File: src/rtl/irq_dist_pkg.sv
`timescale 1ns/1ps
package irq_dist_pkg;

    // Global window and register placement (byte offsets)
    localparam int GLOBAL_WIN   = 'h8000;
    localparam int CTRL_OFS     = 'h0;
    localparam int STEER_BASE   = 'h1000;
    localparam int STEER_STRIDE = 4;
    localparam int STEER_EN_BIT = 31;
    localparam int FIRST_CMN_ID = 32;
    localparam int MAX_CMN      = 992;
    localparam int WIN_AW       = $clog2(GLOBAL_WIN);

    typedef enum logic [1:0] {
        LN_IDLE  = 2'd0,
        LN_PEND  = 2'd1,
        LN_TAKEN = 2'd2
    } line_state_t;

endpackage

File: src/rtl/irq_dist_regs.sv
`timescale 1ns/1ps
module irq_dist_regs
    import irq_dist_pkg::*;
#(
    parameter int NUM_LINES = 224,
    parameter int TGT_W     = 2,
    parameter int ADDR_W    = WIN_AW
) (
    input  logic                             clk_i,
    input  logic                             rst_ni,
    input  logic                             reg_wr_i,
    input  logic [ADDR_W-1:0]                reg_addr_i,
    input  logic [31:0]                      reg_wdata_i,
    output logic [31:0]                      reg_rdata_o,
    output logic                             gen_o,
    output logic [NUM_LINES-1:0]             steer_en_o,
    output logic [NUM_LINES-1:0][TGT_W-1:0]  steer_tgt_o
);

    localparam logic [ADDR_W-1:0] STEER_LO   = ADDR_W'(STEER_BASE);
    localparam logic [ADDR_W-1:0] STEER_SPAN = ADDR_W'(STEER_STRIDE * NUM_LINES);

    logic                             gen_q;
    logic [NUM_LINES-1:0]             en_q;
    logic [NUM_LINES-1:0][TGT_W-1:0]  tgt_q;

    logic                             aligned;
    logic                             ctrl_hit;
    logic                             steer_hit;
    logic [ADDR_W-1:0]                steer_off;
    logic [ADDR_W-1:0]                steer_word;
    logic                             unused_wbits;

    assign unused_wbits = ^reg_wdata_i[30:TGT_W];

    // Address decode
    always_comb begin
        aligned    = (reg_addr_i[1:0] == 2'b00);
        ctrl_hit   = (reg_addr_i == ADDR_W'(CTRL_OFS));
        steer_off  = reg_addr_i - STEER_LO;
        steer_word = steer_off >> 2;
        steer_hit  = aligned && (reg_addr_i >= STEER_LO) && (steer_off < STEER_SPAN);
    end

    // Global control register
    always_ff @(posedge clk_i or negedge rst_ni) begin
        if (!rst_ni) begin
            gen_q <= 1'b0;
        end else if (reg_wr_i && ctrl_hit) begin
            gen_q <= reg_wdata_i[0];
        end
    end

    // Steering registers, one per common line
    for (genvar i = 0; i < NUM_LINES; i++) begin : g_steer
        logic sel;
        assign sel = reg_wr_i && steer_hit && (steer_word == ADDR_W'(i));
        always_ff @(posedge clk_i or negedge rst_ni) begin
            if (!rst_ni) begin
                en_q[i]  <= 1'b0;
                tgt_q[i] <= '0;
            end else if (sel) begin
                en_q[i]  <= reg_wdata_i[STEER_EN_BIT];
                tgt_q[i] <= reg_wdata_i[TGT_W-1:0];
            end
        end
    end

    // Read mux
    always_comb begin
        reg_rdata_o = '0;
        if (ctrl_hit) begin
            reg_rdata_o[0] = gen_q;
        end
        for (int k = 0; k < NUM_LINES; k++) begin
            if (steer_hit && (steer_word == ADDR_W'(k))) begin
                reg_rdata_o = {en_q[k], {(31-TGT_W){1'b0}}, tgt_q[k]};
            end
        end
    end

    assign gen_o       = gen_q;
    assign steer_en_o  = en_q;
    assign steer_tgt_o = tgt_q;

endmodule

File: src/rtl/irq_dist_line.sv
`timescale 1ns/1ps
module irq_dist_line
    import irq_dist_pkg::*;
#(
    parameter int NUM_CORES = 4,
    parameter int TGT_W     = 2,
    parameter int LINE_W    = 8,
    parameter int LINE_IDX  = 0
) (
    input  logic                          clk_i,
    input  logic                          rst_ni,
    input  logic                          gen_i,
    input  logic                          lvl_i,
    input  logic                          steer_en_i,
    input  logic [TGT_W-1:0]              steer_tgt_i,
    input  logic [NUM_CORES-1:0]          acc_valid_i,
    input  logic [NUM_CORES*LINE_W-1:0]   acc_line_i,
    output logic [NUM_CORES-1:0]          pend_o
);

    line_state_t      st_q, st_d;
    logic [TGT_W-1:0] tgt_q;
    logic             route_ok;
    logic             acc_hit;
    logic             capture;

    // Route is valid only when enabled and the core exists
    assign route_ok = steer_en_i &&
                      ({1'b0, steer_tgt_i} < (TGT_W+1)'(NUM_CORES));

    // Accept from the latched target core naming this line
    always_comb begin
        acc_hit = 1'b0;
        for (int c = 0; c < NUM_CORES; c++) begin
            if ((TGT_W'(c) == tgt_q) && acc_valid_i[c] &&
                (acc_line_i[c*LINE_W +: LINE_W] == LINE_W'(LINE_IDX))) begin
                acc_hit = 1'b1;
            end
        end
    end

    // Next-state logic
    always_comb begin
        st_d    = st_q;
        capture = 1'b0;
        unique case (st_q)
            LN_IDLE: begin
                if (gen_i && lvl_i && route_ok) begin
                    st_d    = LN_PEND;
                    capture = 1'b1;
                end
            end
            LN_PEND: begin
                if (gen_i && acc_hit) begin
                    st_d = LN_TAKEN;
                end
            end
            LN_TAKEN: begin
                if (!lvl_i) begin
                    st_d = LN_IDLE;
                end
            end
            default: st_d = LN_IDLE;
        endcase
    end

    // State register and latched target
    always_ff @(posedge clk_i or negedge rst_ni) begin
        if (!rst_ni) begin
            st_q  <= LN_IDLE;
            tgt_q <= '0;
        end else begin
            st_q <= st_d;
            if (capture) begin
                tgt_q <= steer_tgt_i;
            end
        end
    end

    // Outputs
    always_comb begin
        pend_o = '0;
        for (int c = 0; c < NUM_CORES; c++) begin
            pend_o[c] = (st_q == LN_PEND) && gen_i && (tgt_q == TGT_W'(c));
        end
    end

endmodule

File: src/rtl/irq_dist_top.sv
`timescale 1ns/1ps
module irq_dist_top
    import irq_dist_pkg::*;
#(
    parameter int NUM_CORES = 4,
    parameter int NUM_LINES = 224,
    parameter int LINE_W    = (NUM_LINES > 1) ? $clog2(NUM_LINES) : 1,
    parameter int TGT_W     = (NUM_CORES > 1) ? $clog2(NUM_CORES) : 1
) (
    input  logic                          clk_i,
    input  logic                          rst_ni,
    input  logic                          reg_wr_i,
    input  logic [14:0]                   reg_addr_i,
    input  logic [31:0]                   reg_wdata_i,
    output logic [31:0]                   reg_rdata_o,
    input  logic [NUM_LINES-1:0]          irq_i,
    input  logic [NUM_CORES-1:0]          acc_valid_i,
    input  logic [NUM_CORES*LINE_W-1:0]   acc_line_i,
    output logic [NUM_CORES*NUM_LINES-1:0] pend_o
);

    logic                            gen_en;
    logic [NUM_LINES-1:0]            steer_en;
    logic [NUM_LINES-1:0][TGT_W-1:0] steer_tgt;

    irq_dist_regs #(
        .NUM_LINES (NUM_LINES),
        .TGT_W     (TGT_W),
        .ADDR_W    (WIN_AW)
    ) u_regs (
        .clk_i       (clk_i),
        .rst_ni      (rst_ni),
        .reg_wr_i    (reg_wr_i),
        .reg_addr_i  (reg_addr_i),
        .reg_wdata_i (reg_wdata_i),
        .reg_rdata_o (reg_rdata_o),
        .gen_o       (gen_en),
        .steer_en_o  (steer_en),
        .steer_tgt_o (steer_tgt)
    );

    for (genvar i = 0; i < NUM_LINES; i++) begin : g_line
        logic [NUM_CORES-1:0] lp;

        irq_dist_line #(
            .NUM_CORES (NUM_CORES),
            .TGT_W     (TGT_W),
            .LINE_W    (LINE_W),
            .LINE_IDX  (i)
        ) u_line (
            .clk_i       (clk_i),
            .rst_ni      (rst_ni),
            .gen_i       (gen_en),
            .lvl_i       (irq_i[i]),
            .steer_en_i  (steer_en[i]),
            .steer_tgt_i (steer_tgt[i]),
            .acc_valid_i (acc_valid_i),
            .acc_line_i  (acc_line_i),
            .pend_o      (lp)
        );

        for (genvar c = 0; c < NUM_CORES; c++) begin : g_core
            assign pend_o[c*NUM_LINES + i] = lp[c];
        end
    end

endmodule

File: config.mk
export PLATFORM = sky130hd
export DESIGN_NAME = irq_dist_top
export DESIGN_NICKNAME = d
export VERILOG_FILES = /design/src/rtl/irq_dist_pkg.sv /design/src/rtl/irq_dist_regs.sv /design/src/rtl/irq_dist_line.sv /design/src/rtl/irq_dist_top.sv
export SDC_FILE = /design/constraint.sdc
export NUM_CORES = 2
export LEC_CHECK = 0
export BUFFER_PORTS_ARGS = -buffer_cell sky130_fd_sc_hd__buf_2
export CELL_PAD_IN_SITES_DETAIL_PLACEMENT = 0
export CELL_PAD_IN_SITES_GLOBAL_PLACEMENT = 2
export CORE_ASPECT_RATIO = 1.25
export CORE_MARGIN = 10
export CORE_UTILIZATION = 42
export CTS_CLUSTER_DIAMETER = 30
export CTS_CLUSTER_SIZE = 20
export DETAILED_ROUTE_END_ITERATION = 12
export GPL_TIMING_DRIVEN = 1
export PLACE_DENSITY_LB_ADDON = 0.1
export SYNTH_ARGS = -nofsm -noshare
export SYNTH_HDL_FRONTEND = slang
export SYNTH_HIERARCHICAL = 1
export SYNTH_SLANG_ARGS = --single-unit
File: constraint.sdc
create_clock -name clk_i -period 30.7 [get_ports clk_i]
set_clock_uncertainty 0.05 [all_clocks]
set_input_delay 0 -clock clk_i [delete_from_list [all_inputs] [get_ports clk_i]]
set_output_delay 0 -clock clk_i [all_outputs]
set_load 0.02 [all_outputs]
## After elaboration in Yosys (flattened, before gate mapping)

Index checks and enable logic that the tools add are counted.

| word-level totals | value |
|---|---|
| output and inout bits | 928 |
| word-level logic and storage cells | 11,659 |
| register bits | 1,569 |
| bits of input ports | 310 |

| cells by class | value |
|---|---|
| $lt $le $gt $ge | 2 |
| equality and inequality tests | 3,579 |
| muxes and demuxes | 2,465 |
| reductions and logical operators | 4,715 |
| add/sub/neg operators | 1 |

Operators with widths:

| operator | number |
|---|---|
| $mux W32 | 224 |
| $logic_and A1 B1 Y1 | 4,036 |
| $eq A8 B8 Y1 const B | 384 |
| $eq A8 B7 Y1 const B | 256 |
| $mux W1 | 1,345 |
| $eq A2 B2 Y1 const B | 672 |
| $mux W2 | 672 |
| $pmux W2 S3 | 224 |
| $eq A13 B8 Y1 const B | 96 |
| $eq A8 B6 Y1 const B | 128 |
| $logic_not A2 Y1 | 449 |
| $eq A2 B1 Y1 const B | 448 |
| $eq A2 B2 Y1 const A | 448 |
| $ne A2 B1 Y1 const B | 448 |
| $eq A13 B7 Y1 const B | 64 |
| $reduce_and A3 Y1 | 224 |
| $eq A8 B5 Y1 const B | 64 |
| $eq A1 B2 Y1 const A | 224 |
| $ne A2 B2 Y1 const B | 224 |
| $eq A13 B6 Y1 const B | 32 |
| $eq A8 B4 Y1 const B | 32 |
| $eq A13 B5 Y1 const B | 16 |
| $eq A8 B3 Y1 const B | 16 |
| $eq A13 B4 Y1 const B | 8 |
| 10 further kinds | 28 |

## Logic depth before layout (Yosys ltp)

| logic depth | value |
|---|---|
| depth after elaboration | 228 |
| mapped depth | 18 |
| gate-level depth less buffers | 15 |

## Least setup slack after synthesis

No wires, ideal clock.

| timing | value |
|---|---|
| kind | register to output |
| start | register u_regs.gen_q (netlist: u_regs/gen_o) |
| end | output port pend_o[573] |
| stages on the path, launching flop included | 3 |
| arrival | 13.310 ns |
| slack | 17.340 ns |
| cells stage by stage | dfrtp_1 > nand2_1 > nor3b_1 |

| between the ends | value |
|---|---|
| cells in the longest elaborated chain, start to end | 2 |

Ends and longest elaborated chain:

| item | RTL line | text |
|---|---|---|
| start, declared | irq_dist_regs.sv:23 | `logic gen_q;` |
| start signal, assigned | irq_dist_regs.sv:50 | `gen_q <= reg_wdata_i[0];` |
| $logic_and A1 B1 Y1 (2 in a row) | irq_dist_line.sv:84 | `pend_o[c] = (st_q == LN_PEND) && gen_i && (tgt_q == TGT_W'(c));` |
| end, declared | irq_dist_top.sv:19 | `output logic [NUM_CORES*NUM_LINES-1:0] pend_o` |

Every way passes these cells.

## Final worst setup path

| timing | value |
|---|---|
| start | input port reg_addr_i[0] |
| end | output port reg_rdata_o[31] |

| between the ends | value |
|---|---|
| cells in the longest elaborated chain, start to end | 228 |
| elaborated cells between the ends (all ways) | 678 |

Ends and longest elaborated chain:

| item | RTL line | text |
|---|---|---|
| start, declared | irq_dist_top.sv:13 | `input logic [14:0] reg_addr_i,` |
| $sub A15 B13 Y15 (tied with other cells) | irq_dist_regs.sv:40 | `steer_off = reg_addr_i - STEER_LO;` |
| $lt A15 B10 Y1 or $logic_and A1 B1 Y1 (tied branches) | irq_dist_regs.sv:42 | `steer_hit = aligned && (reg_addr_i >= STEER_LO) && (steer_off < STEER_SPAN);` |
| $logic_and A1 B1 Y1 | irq_dist_regs.sv:42 |  |
| $logic_and A1 B1 Y1 | irq_dist_regs.sv:76 | `if (steer_hit && (steer_word == ADDR_W'(k))) begin` |
| $mux W32 (223 in a row) | irq_dist_regs.sv:76 |  |
| $mux W32 * | irq_dist_regs.sv:76 |  |
| end, declared | irq_dist_top.sv:15 | `output logic [31:0] reg_rdata_o,` |

Every way passes the cells marked *; elsewhere a longest branch is shown, timed or not.

==> impl_results.md <==
* Startpoint types: input pin
* Vias post-DR at 124,422
* Synth area leader: dfrtp_1
* Inst Count DP at 15,983
* Mapped Cells at 11,350
* RSZ-0062 raised after global routing: false
* R2R setup slack at 27.07 ns
* Drt initial violations at 16,761
* Simple-gate portion of the synthesized area at 41.4%
* Die area at 288,000 sq um
* Status: completed
* Drt drc at 0
* Share of cells above drive strength 1 at 27.3%
* Post-synthesis xor/xnor area fraction at 0.0391%
* Part of the Yosys area used for sequential elements at 35.0%
* Fillcell total at 24,157
* Max Clk Rate at 136 MHz
* Root Driver: clkbuf_16
* Cts hold-fix bufs at 649
* MaxCap Viol Count at 0
* Die W at 482 microns
* Final max-slew violation count at 0
* Yosys cell types at 117
* Final Cell Area at 144,000 sq um
* CTS tree: yes
* CTS clk-pin slew, worst paths at 0.04 ns
* Row Count at 212
* Worst EP arrival at 7.31 ns
* DP Wirelength at 423 mm
* Worst Hold Path EP: g_line[11].u_line/st_q[0]
* Cells on worst reg2reg path at 6
* Critical Path Sink Type: primary output
* Initial core utilization at 42.1%
* Rel. slew slack at 4.11%
* PwrDens at 50.0 nW/um^2
* IO Pins at 1,238
* Worst min-delay path class: in -> reg
* Post-Synth Adder-Cell Area at 0.0335%
* Post-CTS Resized at 0
* GR Overflow Total at 0
* Critical path required time at 30.65 ns
* Final cell count without fillers at 17,403
* Die height at 598 microns
* Post-layout util at 54.2%
* 1st-pass router iterations at 7
* Antenna violations before repair at 73
* Main area contributors after synthesis: dfrtp_1 (35%), mux2_2 (8.6%), nand2_1 (4.0%)
* Final worst-path cycle share at 24.0%
* Cell area after synthesis at 112,000 sq um
* Area share of the largest cell type after synthesis at 35.0%
* Final Hold Vio Count at 0
* Asr flop ratio synth at 100%
* Total track usage at 43.9%
* Dpl cell area at 124,000 sq um
* Critical R2R Launch: u_regs/gen_o
* Top-count cell post-synth: dfrtp_1
* Worst-Margin Slew at 1.43 ns
* Worst skew pair latency at 0.92 ns
* Crit path max fanout at 20
* Core ar. at 266,000 sq um
* Max H-tree Level at 5
* Largest family of logic cells by synthesized area: simple AND/OR/NAND/NOR gates
* Compound-Gate Fraction of Synth Area at 9.33%
* Final wirelength at 668 mm
* Clock sinks at 1,569
* Most instantiated cells after synthesis: dfrtp_1 (1,569), nand2_1 (1,196), mux2_2 (855)
* Min-delay src: irq_i[11]
* Setup CP Type: in -> out
* Peak supply drop at 0.0534 mV
* Finish-stage setup viols at 0
* Hold path depth at 5
* Leak at 60.7 nW
* Setup TNS at 0 ns
* Largest net degree at the start of global routing at 158
* Post-synthesis mux area share at 11.9%
* Post-layout min period at 7.36 ns
* RR Endpoint: g_line[192].u_line/st_q[1]
* Vias per inst at 7.15
* Vias in the first global route at 122,977
* Predominant post-synthesis flop cell: dfrtp_1
* Global-route wire length before repair at 932 mm
* Port Buf Inserts at 1,179
* Yosys warning total at 6
* Mapped Avg Cell Area at 9.87 sq um
* WL per Instance at 38.4 microns
* Hold WS at 0.0163 ns
* Yosys reg bits at 1,569
* Worst-case clock buffer depth at 4
* Area delta synth->final at 28.8%
* Final ANT Viol Nets at 0
* Post-CTS setup buffers at 0
* GPL Wtd Cong at 0.961
* Final #Nets at 13,808
* CTS Buf Count at 392
* Number of synthesized flops with an enable pin at 0
[per-layer routing]
layer | share of wire, % | global-route usage (%) | vias to the layer above
met5 | 0.071 | 0.380 | -
met4 | 9.4 | 33.3 | 46
met1 | 36 | 52.3 | 62111
li1 | - | - | 49108
met3 | 12 | 13.7 | 3142
met2 | 43 | 66.1 | 10015
[power breakdown]
part / switching, W / internal [W]
sequential: 0.000000154 / 0.00207
combinational: 0.000493 / 0.000172
clock: 0.00141 / 0.00307
[through the flow]
stage               power, W  setup slack, ns
global route         0.00734            23.56
global placement     0.00267            24.50
CTS                  0.00719            23.87
floorplan            0.00227            17.34
finish               0.00722            23.34
detailed placement   0.00268            24.56
[layout make-up]
class                      count  area (sq um)  area share, %
antenna                       46           115         0.0798
clock inverter               242          3380           2.34
tap                         3531          4420           3.06
multi-input combinational   9302         70900           49.1
timing repair buffer        2067         14800           10.3
sequential                  1569         39300           27.2
inverter                     163           617          0.427
clock buffer                 483         10800           7.48
[worst max-delay path: stages]
cell,delay (ns)
dlygate4sd3_1,0.63
buf_2,0.18
nor2_1,0.30
dlygate4sd3_1,0.67
nand4_1,0.19
buf_4,0.39
nor2_8,0.57
nand2_2,0.73
o22ai_1,0.44
o21ai_0,0.20
nor2b_1,0.20
a211oi_1,0.46
o311a_1,0.26
o211ai_1,0.18
a221oi_1,0.79
o22ai_1,0.71
buf_2,0.37
[sequential cells by signal, indices dropped and copies added (netlist names)]
name                 cells
g_line.u_line/st_q     448
u_regs/gen_o             1
u_regs/steer_en_o      224
u_regs/steer_tgt_o     448
g_line.u_line/tgt_q    448
[how the worst max path moves through the flow]
stage / startpoint / endpoint / slack, ns / cells after the start
final: reg_addr_i[0] / reg_rdata_o[31] / 23.34 / 17
after global routing: reg_addr_i[1] / reg_rdata_o[31] / 23.56 / 17
after CTS: reg_addr_i[1] / reg_rdata_o[31] / 23.87 / 17
after detailed placement: reg_addr_i[4] / reg_rdata_o[1] / 24.56 / 15
after global placement: reg_addr_i[13] / reg_rdata_o[31] / 24.50 / 17
after floorplan: u_regs/gen_o / pend_o[573] / 17.34 / 2
[logic make-up after synthesis]
kind of cell | count (synthesis)
AOI/OAI and AO/OA | 1314
xor gates and xnor gates | 2
adders and majority gates | 3
buffers and inverters | 507
DFF | 1569
muxes | 1183
other | 1
and+or+nand+nor | 6771
[cells in the final DEF, fill, tap and decap left out, drive strengths merged, types with 284 or more instances in the layout]
cell / instances
dfrtp: 1569
mux2: 1138
nor2: 853
nand4b: 535
nor4: 662
dlygate4sd3: 648
buf: 1418
nand4bb: 284
nand2b: 450
nor3b: 470
nand2: 1200
nor3: 400
clkbuf: 484
nand3: 313
(Power assumes the default switching activity.)
